==> config.mk <==
export PLATFORM = sky130hd
export DESIGN_NAME = cpuclk_seq
export DESIGN_NICKNAME = d
export VERILOG_FILES = /design/src/rtl/cpuclk_seq_pkg.sv /design/src/rtl/cpuclk_cfg_rom.sv /design/src/rtl/cpuclk_ceil_div.sv /design/src/rtl/cpuclk_seq.sv
export SDC_FILE = /design/constraint.sdc
export NUM_CORES = 1
export LEC_CHECK = 0
export ABC_AREA = 1
export BUFFER_PORTS_ARGS = -buffer_cell sky130_fd_sc_hd__buf_2
export CAP_MARGIN = 20
export CORE_MARGIN = 3
export CORE_UTILIZATION = 50
export DETAILED_ROUTE_END_ITERATION = 12
export GPL_TIMING_DRIVEN = 0
export MAX_ROUTING_LAYER = met4
export PLACE_DENSITY = 0.75
export SLEW_MARGIN = 40
export SYNTH_ARGS = -nofsm -noshare
export SYNTH_HDL_FRONTEND = slang
export SYNTH_SLANG_ARGS = --single-unit
==> constraint.sdc <==
create_clock -name clk_i -period 5.48 [get_ports clk_i]
set_clock_uncertainty 0.2 [all_clocks]
set_input_delay 1.37 -clock clk_i [delete_from_list [all_inputs] [get_ports clk_i]]
set_output_delay 1.37 -clock clk_i [all_outputs]
set_load 0.02 [all_outputs]
==> src/rtl/cpuclk_seq_pkg.sv <==
package cpuclk_seq_pkg;
  localparam int REG_W = 32;

  typedef enum logic [2:0] {
    RA_MUX_SEL   = 3'd0,
    RA_MUX_STAT  = 3'd1,
    RA_DIV0      = 3'd2,
    RA_DIV1      = 3'd3,
    RA_DIV0_STAT = 3'd4,
    RA_DIV1_STAT = 3'd5
  } reg_addr_e;

  localparam logic [REG_W-1:0] SEL_BIT    = 32'h0001_0000;
  localparam int               HPM_BIT    = 20;
  localparam logic [REG_W-1:0] CORE_FLD   = 32'h0000_0007;
  localparam logic [REG_W-1:0] DBG_FLD    = 32'h0007_0000;
  localparam logic [REG_W-1:0] MSTAT_FLD  = 32'h0007_0000;
  localparam logic [REG_W-1:0] MSTAT_ALT  = 32'h0002_0000;
  localparam logic [REG_W-1:0] MSTAT_PLL  = 32'h0001_0000;
  localparam logic [REG_W-1:0] DIV1_KEEP  = 32'h0000_0077;

  typedef enum logic [3:0] {
    S_IDLE, S_LOOK, S_RD_SEL, S_RD_D1, S_CHK, S_DIVW, S_SAFE_RD, S_SAFE_WR,
    S_MUX_RD, S_MUX_WR, S_D0_WR, S_D1_WR, S_POLL, S_DONE
  } seq_state_e;
endpackage

==> src/rtl/cpuclk_cfg_rom.sv <==
module cpuclk_cfg_rom #(
  parameter int NUM_ENT = 4,
  parameter int RATE_W  = 32,
  parameter int DATA_W  = 32,
  parameter logic [NUM_ENT-1:0][RATE_W-1:0] TBL_RATE = '0,
  parameter logic [NUM_ENT-1:0][DATA_W-1:0] TBL_DIV0 = '0,
  parameter logic [NUM_ENT-1:0][DATA_W-1:0] TBL_DIV1 = '0
) (
  input  logic              clk_i,
  input  logic              rst_ni,
  input  logic              start_i,
  input  logic [RATE_W-1:0] key_i,
  output logic              done_o,
  output logic              hit_o,
  output logic [DATA_W-1:0] div0_o,
  output logic [DATA_W-1:0] div1_o
);
  localparam int IDX_W = $clog2(NUM_ENT + 1);
  localparam int SEL_W = (NUM_ENT > 1) ? $clog2(NUM_ENT) : 1;

  logic              busy_q;
  logic [IDX_W-1:0]  idx_q;
  logic [RATE_W-1:0] key_q;
  logic [SEL_W-1:0]  sel;
  logic              at_end;
  logic [RATE_W-1:0] cur_rate, scaled;

  assign at_end   = (idx_q == IDX_W'(NUM_ENT));
  assign sel      = at_end ? '0 : idx_q[SEL_W-1:0];
  assign cur_rate = TBL_RATE[sel];
  assign scaled   = cur_rate * RATE_W'(1000);

  always_ff @(posedge clk_i or negedge rst_ni) begin
    if (!rst_ni) begin
      busy_q <= 1'b0;
      idx_q  <= '0;
      key_q  <= '0;
      done_o <= 1'b0;
      hit_o  <= 1'b0;
      div0_o <= '0;
      div1_o <= '0;
    end else begin
      done_o <= 1'b0;
      if (start_i) begin
        busy_q <= 1'b1;
        idx_q  <= '0;
        key_q  <= key_i;
      end else if (busy_q) begin
        if (at_end || cur_rate == '0) begin
          busy_q <= 1'b0;
          done_o <= 1'b1;
          hit_o  <= 1'b0;
        end else if (scaled == key_q) begin
          busy_q <= 1'b0;
          done_o <= 1'b1;
          hit_o  <= 1'b1;
          div0_o <= TBL_DIV0[sel];
          div1_o <= TBL_DIV1[sel];
        end else begin
          idx_q <= idx_q + 1'b1;
        end
      end
    end
  end
endmodule

==> src/rtl/cpuclk_ceil_div.sv <==
module cpuclk_ceil_div #(
  parameter int W = 32
) (
  input  logic         clk_i,
  input  logic         rst_ni,
  input  logic         start_i,
  input  logic [W-1:0] num_i,
  input  logic [W-1:0] den_i,
  output logic         valid_o,
  output logic [W:0]   quo_o
);
  localparam int QW = W + 1;
  localparam int CW = $clog2(W + 2);

  logic [W:0]    dvd_q, rem_q;
  logic [W-1:0]  den_q;
  logic [W+1:0]  trial, den_x;
  logic [CW-1:0] cnt_q;
  logic          busy_q;

  assign trial = {rem_q, dvd_q[W]};
  assign den_x = {2'b00, den_q};
  assign quo_o = dvd_q;

  // restoring division of (num + den - 1) by den
  always_ff @(posedge clk_i or negedge rst_ni) begin
    if (!rst_ni) begin
      dvd_q   <= '0;
      rem_q   <= '0;
      den_q   <= '0;
      cnt_q   <= '0;
      busy_q  <= 1'b0;
      valid_o <= 1'b0;
    end else begin
      valid_o <= 1'b0;
      if (start_i) begin
        dvd_q  <= {1'b0, num_i} + {1'b0, den_i} - QW'(1);
        rem_q  <= '0;
        den_q  <= den_i;
        cnt_q  <= CW'(QW);
        busy_q <= 1'b1;
      end else if (busy_q) begin
        if (trial >= den_x) begin
          rem_q <= QW'(trial - den_x);
          dvd_q <= {dvd_q[W-1:0], 1'b1};
        end else begin
          rem_q <= trial[W:0];
          dvd_q <= {dvd_q[W-1:0], 1'b0};
        end
        cnt_q <= cnt_q - 1'b1;
        if (cnt_q == CW'(1)) begin
          busy_q  <= 1'b0;
          valid_o <= 1'b1;
        end
      end
    end
  end
endmodule

==> src/rtl/cpuclk_seq.sv <==
module cpuclk_seq
  import cpuclk_seq_pkg::*;
#(
  parameter int RATE_W      = 32,
  parameter int NUM_ENT     = 4,
  parameter logic [NUM_ENT-1:0][RATE_W-1:0] TBL_RATE =
    {32'd0, 32'd500, 32'd800, 32'd1000},
  parameter logic [NUM_ENT-1:0][31:0] TBL_DIV0 =
    {32'h0, 32'h0001_2510, 32'h0002_3620, 32'h0003_4710},
  parameter logic [NUM_ENT-1:0][31:0] TBL_DIV1 =
    {32'h0, 32'h0000_0131, 32'h0000_0142, 32'h0000_0153},
  parameter bit HAS_DIV1    = 1'b1,
  parameter bit DBG_DIV     = 1'b1,
  parameter int TIMEOUT_CYC = 1_000_000
) (
  input  logic              clk_i,
  input  logic              rst_ni,
  input  logic              req_valid_i,
  output logic              req_ready_o,
  input  logic              req_post_i,
  input  logic [RATE_W-1:0] old_rate_i,
  input  logic [RATE_W-1:0] new_rate_i,
  input  logic [RATE_W-1:0] alt_rate_i,
  output logic              done_o,
  output logic              err_o,
  output logic              timeout_o,
  output logic              warn_o,
  output logic              reg_we_o,
  output logic              reg_re_o,
  output logic [2:0]        reg_addr_o,
  output logic [31:0]       reg_wdata_o,
  input  logic [31:0]       reg_rdata_i
);
  localparam int CNT_W = $clog2(TIMEOUT_CYC + 1);
  localparam logic [REG_W-1:0] SAFE_MASK = CORE_FLD | (DBG_DIV ? DBG_FLD : '0);

  seq_state_e st_q, ret_q;
  reg_addr_e  poll_addr_q;
  logic [REG_W-1:0] poll_mask_q, poll_val_q, rd_q, keep1_q, sval_q;
  logic [RATE_W-1:0] old_q, new_q, alt_q, min_rate;
  logic [CNT_W-1:0] cnt_q;
  logic post_q, hpm_q, safe_q, warn_q, err_q, tmo_q;

  logic accept, rom_start, rom_done, rom_hit, div_start, div_valid, need_safe;
  logic [REG_W-1:0] td0, td1, safe_src;
  logic [RATE_W:0]  quo, adj;

  assign req_ready_o = (st_q == S_IDLE);
  assign accept      = req_valid_i && req_ready_o;
  assign rom_start   = accept && (!req_post_i || DBG_DIV);
  assign need_safe   = (alt_q > old_q) || (old_q > new_q);
  assign min_rate    = (old_q < new_q) ? old_q : new_q;
  assign div_start   = (st_q == S_CHK) && need_safe;
  assign adj         = (quo == '0) ? '0 : quo - 1'b1;
  assign safe_src    = post_q ? (td0 & DBG_FLD) : sval_q;

  cpuclk_cfg_rom #(
    .NUM_ENT(NUM_ENT), .RATE_W(RATE_W), .DATA_W(REG_W),
    .TBL_RATE(TBL_RATE), .TBL_DIV0(TBL_DIV0), .TBL_DIV1(TBL_DIV1)
  ) u_rom (
    .clk_i(clk_i), .rst_ni(rst_ni), .start_i(rom_start), .key_i(new_rate_i),
    .done_o(rom_done), .hit_o(rom_hit), .div0_o(td0), .div1_o(td1)
  );

  cpuclk_ceil_div #(.W(RATE_W)) u_cdiv (
    .clk_i(clk_i), .rst_ni(rst_ni), .start_i(div_start),
    .num_i(alt_q), .den_i(min_rate), .valid_o(div_valid), .quo_o(quo)
  );

  always_ff @(posedge clk_i or negedge rst_ni) begin
    if (!rst_ni) begin
      st_q        <= S_IDLE;
      ret_q       <= S_IDLE;
      poll_addr_q <= RA_MUX_STAT;
      poll_mask_q <= '0;
      poll_val_q  <= '0;
      rd_q        <= '0;
      keep1_q     <= '0;
      sval_q      <= '0;
      old_q       <= '0;
      new_q       <= '0;
      alt_q       <= '0;
      cnt_q       <= '0;
      post_q      <= 1'b0;
      hpm_q       <= 1'b0;
      safe_q      <= 1'b0;
      warn_q      <= 1'b0;
      err_q       <= 1'b0;
      tmo_q       <= 1'b0;
    end else begin
      unique case (st_q)
        S_IDLE: if (accept) begin
          old_q  <= old_rate_i;
          new_q  <= new_rate_i;
          alt_q  <= alt_rate_i;
          post_q <= req_post_i;
          hpm_q  <= 1'b0;
          safe_q <= 1'b0;
          warn_q <= 1'b0;
          err_q  <= 1'b0;
          tmo_q  <= 1'b0;
          cnt_q  <= '0;
          st_q   <= (req_post_i && !DBG_DIV) ? S_MUX_RD : S_LOOK;
        end
        S_LOOK: if (rom_done) begin
          if (!rom_hit) begin
            err_q <= 1'b1;
            st_q  <= S_DONE;
          end else if (post_q) st_q <= S_MUX_RD;
          else st_q <= HAS_DIV1 ? S_RD_SEL : S_CHK;
        end
        S_RD_SEL: begin
          hpm_q <= reg_rdata_i[HPM_BIT];
          st_q  <= reg_rdata_i[HPM_BIT] ? S_RD_D1 : S_CHK;
        end
        S_RD_D1: begin
          keep1_q <= reg_rdata_i & DIV1_KEEP;
          st_q    <= S_CHK;
        end
        S_CHK: st_q <= need_safe ? S_DIVW : S_MUX_RD;
        S_DIVW: if (div_valid) begin
          safe_q <= 1'b1;
          warn_q <= (adj >= (RATE_W+1)'(8));
          sval_q <= {{(REG_W-3){1'b0}}, adj[2:0]} | (DBG_DIV ? DBG_FLD : '0);
          st_q   <= S_SAFE_RD;
        end
        S_SAFE_RD: begin
          rd_q <= reg_rdata_i;
          st_q <= S_SAFE_WR;
        end
        S_SAFE_WR: begin
          poll_addr_q <= RA_DIV0_STAT;
          poll_mask_q <= SAFE_MASK;
          poll_val_q  <= '0;
          ret_q       <= post_q ? S_DONE : S_MUX_RD;
          st_q        <= S_POLL;
        end
        S_MUX_RD: begin
          rd_q <= reg_rdata_i;
          st_q <= S_MUX_WR;
        end
        S_MUX_WR: begin
          poll_addr_q <= RA_MUX_STAT;
          poll_mask_q <= MSTAT_FLD;
          poll_val_q  <= post_q ? MSTAT_PLL : MSTAT_ALT;
          ret_q       <= post_q ? S_SAFE_RD : S_D0_WR;
          st_q        <= S_POLL;
        end
        S_D0_WR: begin
          poll_addr_q <= RA_DIV0_STAT;
          poll_mask_q <= '1;
          poll_val_q  <= '0;
          ret_q       <= HAS_DIV1 ? S_D1_WR : S_DONE;
          st_q        <= S_POLL;
        end
        S_D1_WR: begin
          poll_addr_q <= RA_DIV1_STAT;
          poll_mask_q <= '1;
          poll_val_q  <= '0;
          ret_q       <= S_DONE;
          st_q        <= S_POLL;
        end
        S_POLL: begin
          if ((reg_rdata_i & poll_mask_q) == poll_val_q) begin
            cnt_q <= '0;
            st_q  <= ret_q;
          end else if (cnt_q == CNT_W'(TIMEOUT_CYC - 1)) begin
            tmo_q <= 1'b1;
            cnt_q <= '0;
            st_q  <= ret_q;
          end else begin
            cnt_q <= cnt_q + 1'b1;
          end
        end
        S_DONE:  st_q <= S_IDLE;
        default: st_q <= S_IDLE;
      endcase
    end
  end

  always_comb begin
    reg_we_o    = 1'b0;
    reg_re_o    = 1'b0;
    reg_addr_o  = RA_MUX_SEL;
    reg_wdata_o = '0;
    unique case (st_q)
      S_RD_SEL: reg_re_o = 1'b1;
      S_RD_D1: begin
        reg_re_o   = 1'b1;
        reg_addr_o = RA_DIV1;
      end
      S_SAFE_RD: begin
        reg_re_o   = 1'b1;
        reg_addr_o = RA_DIV0;
      end
      S_SAFE_WR: begin
        reg_we_o    = 1'b1;
        reg_addr_o  = RA_DIV0;
        reg_wdata_o = (rd_q & ~SAFE_MASK) | (safe_src & SAFE_MASK);
      end
      S_MUX_RD: reg_re_o = 1'b1;
      S_MUX_WR: begin
        reg_we_o    = 1'b1;
        reg_wdata_o = post_q ? (rd_q & ~SEL_BIT) : (rd_q | SEL_BIT);
      end
      S_D0_WR: begin
        reg_we_o    = 1'b1;
        reg_addr_o  = RA_DIV0;
        reg_wdata_o = td0 | (safe_q ? sval_q : '0);
      end
      S_D1_WR: begin
        reg_we_o    = 1'b1;
        reg_addr_o  = RA_DIV1;
        reg_wdata_o = hpm_q ? keep1_q : td1;
      end
      S_POLL: begin
        reg_re_o   = 1'b1;
        reg_addr_o = poll_addr_q;
      end
      default: ;
    endcase
  end

  assign done_o    = (st_q == S_DONE);
  assign err_o     = done_o && err_q;
  assign timeout_o = done_o && tmo_q;
  assign warn_o    = done_o && warn_q;
endmodule

==> results.json <==
{
  "slew_violations": 0,
  "h-tree-depth": 2,
  "yosysTopAreaCell": "dfrtp_1",
  "cp_max_fo": 10,
  "setup_tns_ps": 0,
  "gp_congestion": 0.991,
  "crit_arrival_ps": 5450,
  "rrSetupSlack_ps": 300,
  "cp_slowest_stage_delay_ps": 420,
  "wire_per_inst_um": 17.8,
  "cts_buffers": 36,
  "ys_async_sr_fraction_pct": 100,
  "cpMostUsedCell": "nand2_1",
  "finalHoldViolCount": 0,
  "yosys.area.top_type_share_pct": 34.8,
  "nets": 3556,
  "grt_first_pass_wirelength_um": 106000,
  "synth_nets": 3341,
  "via_count": 21125,
  "min_path_type": "reg -> reg",
  "drt_first_pass_iters": 6,
  "die_h_um": 212,
  "layout-drive-gt1-share_pct": 10.4,
  "cts_sinks": 297,
  "cp-start-kind": "flop",
  "cts_setup_buffers": 0,
  "maxCapViolations": 0,
  "clock_path_buffers": 3,
  "ant_nets": 0,
  "initial_utilization_pct": 51.3,
  "r2r-start": "u_rom.key_q[27]$_DFFE_PN0P_",
  "io_pins": 174,
  "grt_pass1_vias": 19720,
  "die_area_mm2": 0.0451,
  "finalSetupViolations": 0,
  "cts_tree": "built",
  "status": "finished clean",
  "ys_seq_elements": 297,
  "synthCells": 3036,
  "drt_iter0_markers": 2058,
  "synthFlopType": "dfrtp_1",
  "fin_crit_sh_pct": 94.5,
  "fmax_ghz": 0.193,
  "hold_buffers": 0,
  "crit_slowest_cell": "fa_1",
  "area_growth_pct": 13.7,
  "cp_cell_sequence": "inv_1 > ha_1 > nand2_1 > nor2_1 > nand2_1 > nor4_2 > nand2_1 > nand2_1 > buf_2 > buf_2 > o21ai_0 > ha_1 > inv_1 > ha_1 > fa_1 > nand3_1 > nand3_1 > a21oi_1 > o21ai_0 > nand3b_1 > nand3_1 > nand2_1 > nand4_1 > nand3_1",
  "synth_edf_count": 0,
  "cp_data_required_time_ps": 5750,
  "dpl.hpwl_um": 55100,
  "root_buffer": "clkbuf_16",
  "synth_cell_type_count": 59,
  "reg2regPathDepth": 24,
  "grt_setup_unrepaired": "no",
  "die_x_um": 212,
  "gr-total-overflow": 0,
  "min_period_ps": 5180,
  "drc": 0,
  "insertion_delay_ps": 550,
  "crit_type": "reg -> reg",
  "synth.cell_area_mm2": 0.0213,
  "grt.total_usage_pct": 30.9,
  "ys.warnings.count": 0,
  "totalWireLength_um": 67800,
  "placed_cells": 3745,
  "instances_no_fill": 3817,
  "rows": 74,
  "tightest_slew_ps": 765,
  "grt_antenna_before_repair": 5,
  "critical_path.startpoint": "u_rom.key_q[27]$_DFFE_PN0P_",
  "path_clk_slew_ps": 60,
  "slew_headroom_pct": 49.0,
  "crit_end": "u_cdiv.quo_o[27]$_DFFE_PN0P_",
  "end_kind": "flop",
  "avgViaCountPerCell": 5.53,
  "core_area_mm2": 0.0415,
  "port_buffers": 173,
  "ys_top_cells_by_area": "dfrtp_1 (35%), nand2_1 (14%), ha_1 (10%)",
  "r2r-end": "u_cdiv.quo_o[27]$_DFFE_PN0P_",
  "grt_max_degree": 79,
  "synth_seq_area_share_pct": 34.9,
  "syn_avg_cell_area_um2": 7.01
}
## Yosys cell counts (all sizes together) (15+ instances only)
library cell / n
xor2: 46
nor3: 24
o21bai: 16
clkbuf: 30
a21oi: 131
nor4: 15
nand2: 833
ha: 171
inv: 424
buf: 62
nand4: 40
dfrtp: 296
o21ai: 295
nand3: 302
nor2: 256
## cell type report
class / count / area (um^2)
clock inverters: 16 / 223
fillers: 3937 / 17300
well taps: 532 / 666
plain buffers: 92 / 520
repair buffers: 177 / 986
clock buffers: 50 / 1030
diodes: 6 / 15.0
multi-input cells: 2220 / 11700
flip-flops and latches: 297 / 7430
inverters: 427 / 1610
## routing by layer
| metal | vias up | track usage [%] | share of wire [%] |
|---|---|---|---|
| met1 | 9898 | 43.6 | 46 |
| met2 | 798 | 45.0 | 43 |
| li1 | 10311 | - | - |
| met5 | - | - | 0 |
| met3 | 118 | 5.25 | 8.2 |
| met4 | 0 | 10.9 | 3.7 |
## what timing repair did
action,CTS,global route
hold endpoints to repair,0,0
setup endpoints to repair,0,2
gates resized for setup,0,2
## logic make-up (layout without fill, tap and decap cells)
family,after synthesis,count (layout),share of synthesized area [%]
simple gates,1491,1491,29.8
buf+inv,519,762,9.98
compound gates,496,496,12.6
flops,297,297,34.9
fa+ha+maj,173,173,10.2
xor+xnor,57,57,2.34
mux,3,3,0.159
other cells,0,6,0
## cells in the final DEF, fill, tap and decap left out, types with 4 or more instances in the layout
master     synthesis  final
o21ai_2            5      5
nor2_1           241    240
nand3_1          299    299
a31oi_1            4      4
xor2_1            46     46
nor2_2            12     13
dfrtp_1          296    296
buf_6             12     12
o21bai_1          16     16
inv_1            420    420
o21ai_0          257    254
nand2_4            4      4
nand2_2            7      7
or2_2              4      4
nor3_1            22     22
bufinv_16          0      5
diode_2            0      6
buf_2             29    201
o21a_1             7      7
xnor2_1           11     11
o211ai_1           6      6
clkbuf_16          0     37
buf_1              8      8
o21ai_1           33     36
nor4_1            14     14
o22ai_1           10     10
a21boi_0           4      4
clkbuf_8           0      6
a21oi_1          130    130
clkinv_2           0      6
ha_1             171    171
nand3b_1           8      8
nand4_1           40     40
a21o_1             8      8
clkbuf_1          30     37
buf_16             0      4
nand2_1          822    822
buf_4             13     13
## worst max-delay path: cells and delay by family (launching register included)
family / cells / cell delay [ps]
DFF: 1 / 370
adders and majority gates: 4 / 1320
AOI/OAI and AO/OA: 3 / 840
buffers and inverters: 4 / 600
and+or+nand+nor: 13 / 1760
## worst min-delay path by stage
stage	start	endpoint	cells after the start
floorplan	u_rom.div0_o[12]$_DFFE_PN0P_	u_rom.div0_o[12]$_DFFE_PN0P_	2
global placement	cnt_q[18]$_DFFE_PN0P_	cnt_q[18]$_DFFE_PN0P_	1
detailed placement	u_rom.div0_o[10]$_DFFE_PN0P_	u_rom.div0_o[10]$_DFFE_PN0P_	2
CTS	u_rom.div0_o[10]$_DFFE_PN0P_	u_rom.div0_o[10]$_DFFE_PN0P_	2
global route	cnt_q[14]$_DFFE_PN0P_	cnt_q[14]$_DFFE_PN0P_	1
finish	u_rom.div0_o[10]$_DFFE_PN0P_	u_rom.div0_o[10]$_DFFE_PN0P_	2
## through the flow
stage / util (%) / hold slack [ps] / instance area, um^2 / setup WS [ps]
floorplan: - / 242 / 21300 / 1610
global placement: 55.0 / 263 / 22800 / -2640
detailed placement: 55.3 / 263 / 22900 / 406
CTS: 58.3 / 279 / 24200 / 381
global route: 58.4 / 306 / 24200 / 19.0
finish: 58.4 / 280 / 24200 / 301
## flip-flops by register name (all words and copies together), names as in the netlist, 3 cells and up
name,cells
u_rom.div1_o,3
u_rom.key_q,14
u_rom.idx_q,3
sval_q,4
new_q,18
st_q,4
rd_q,31
alt_q,32
u_cdiv.cnt_q,6
old_q,32
u_rom.div0_o,4
u_cdiv.quo_o,33
u_cdiv.den_q,32
poll_mask_q,3
u_cdiv.rem_q,33
keep1_q,6
cnt_q,20
ret_q,4
Power is not shown: default switching activity piles up to over one toggle a cycle in this logic, so the estimate is an artifact.
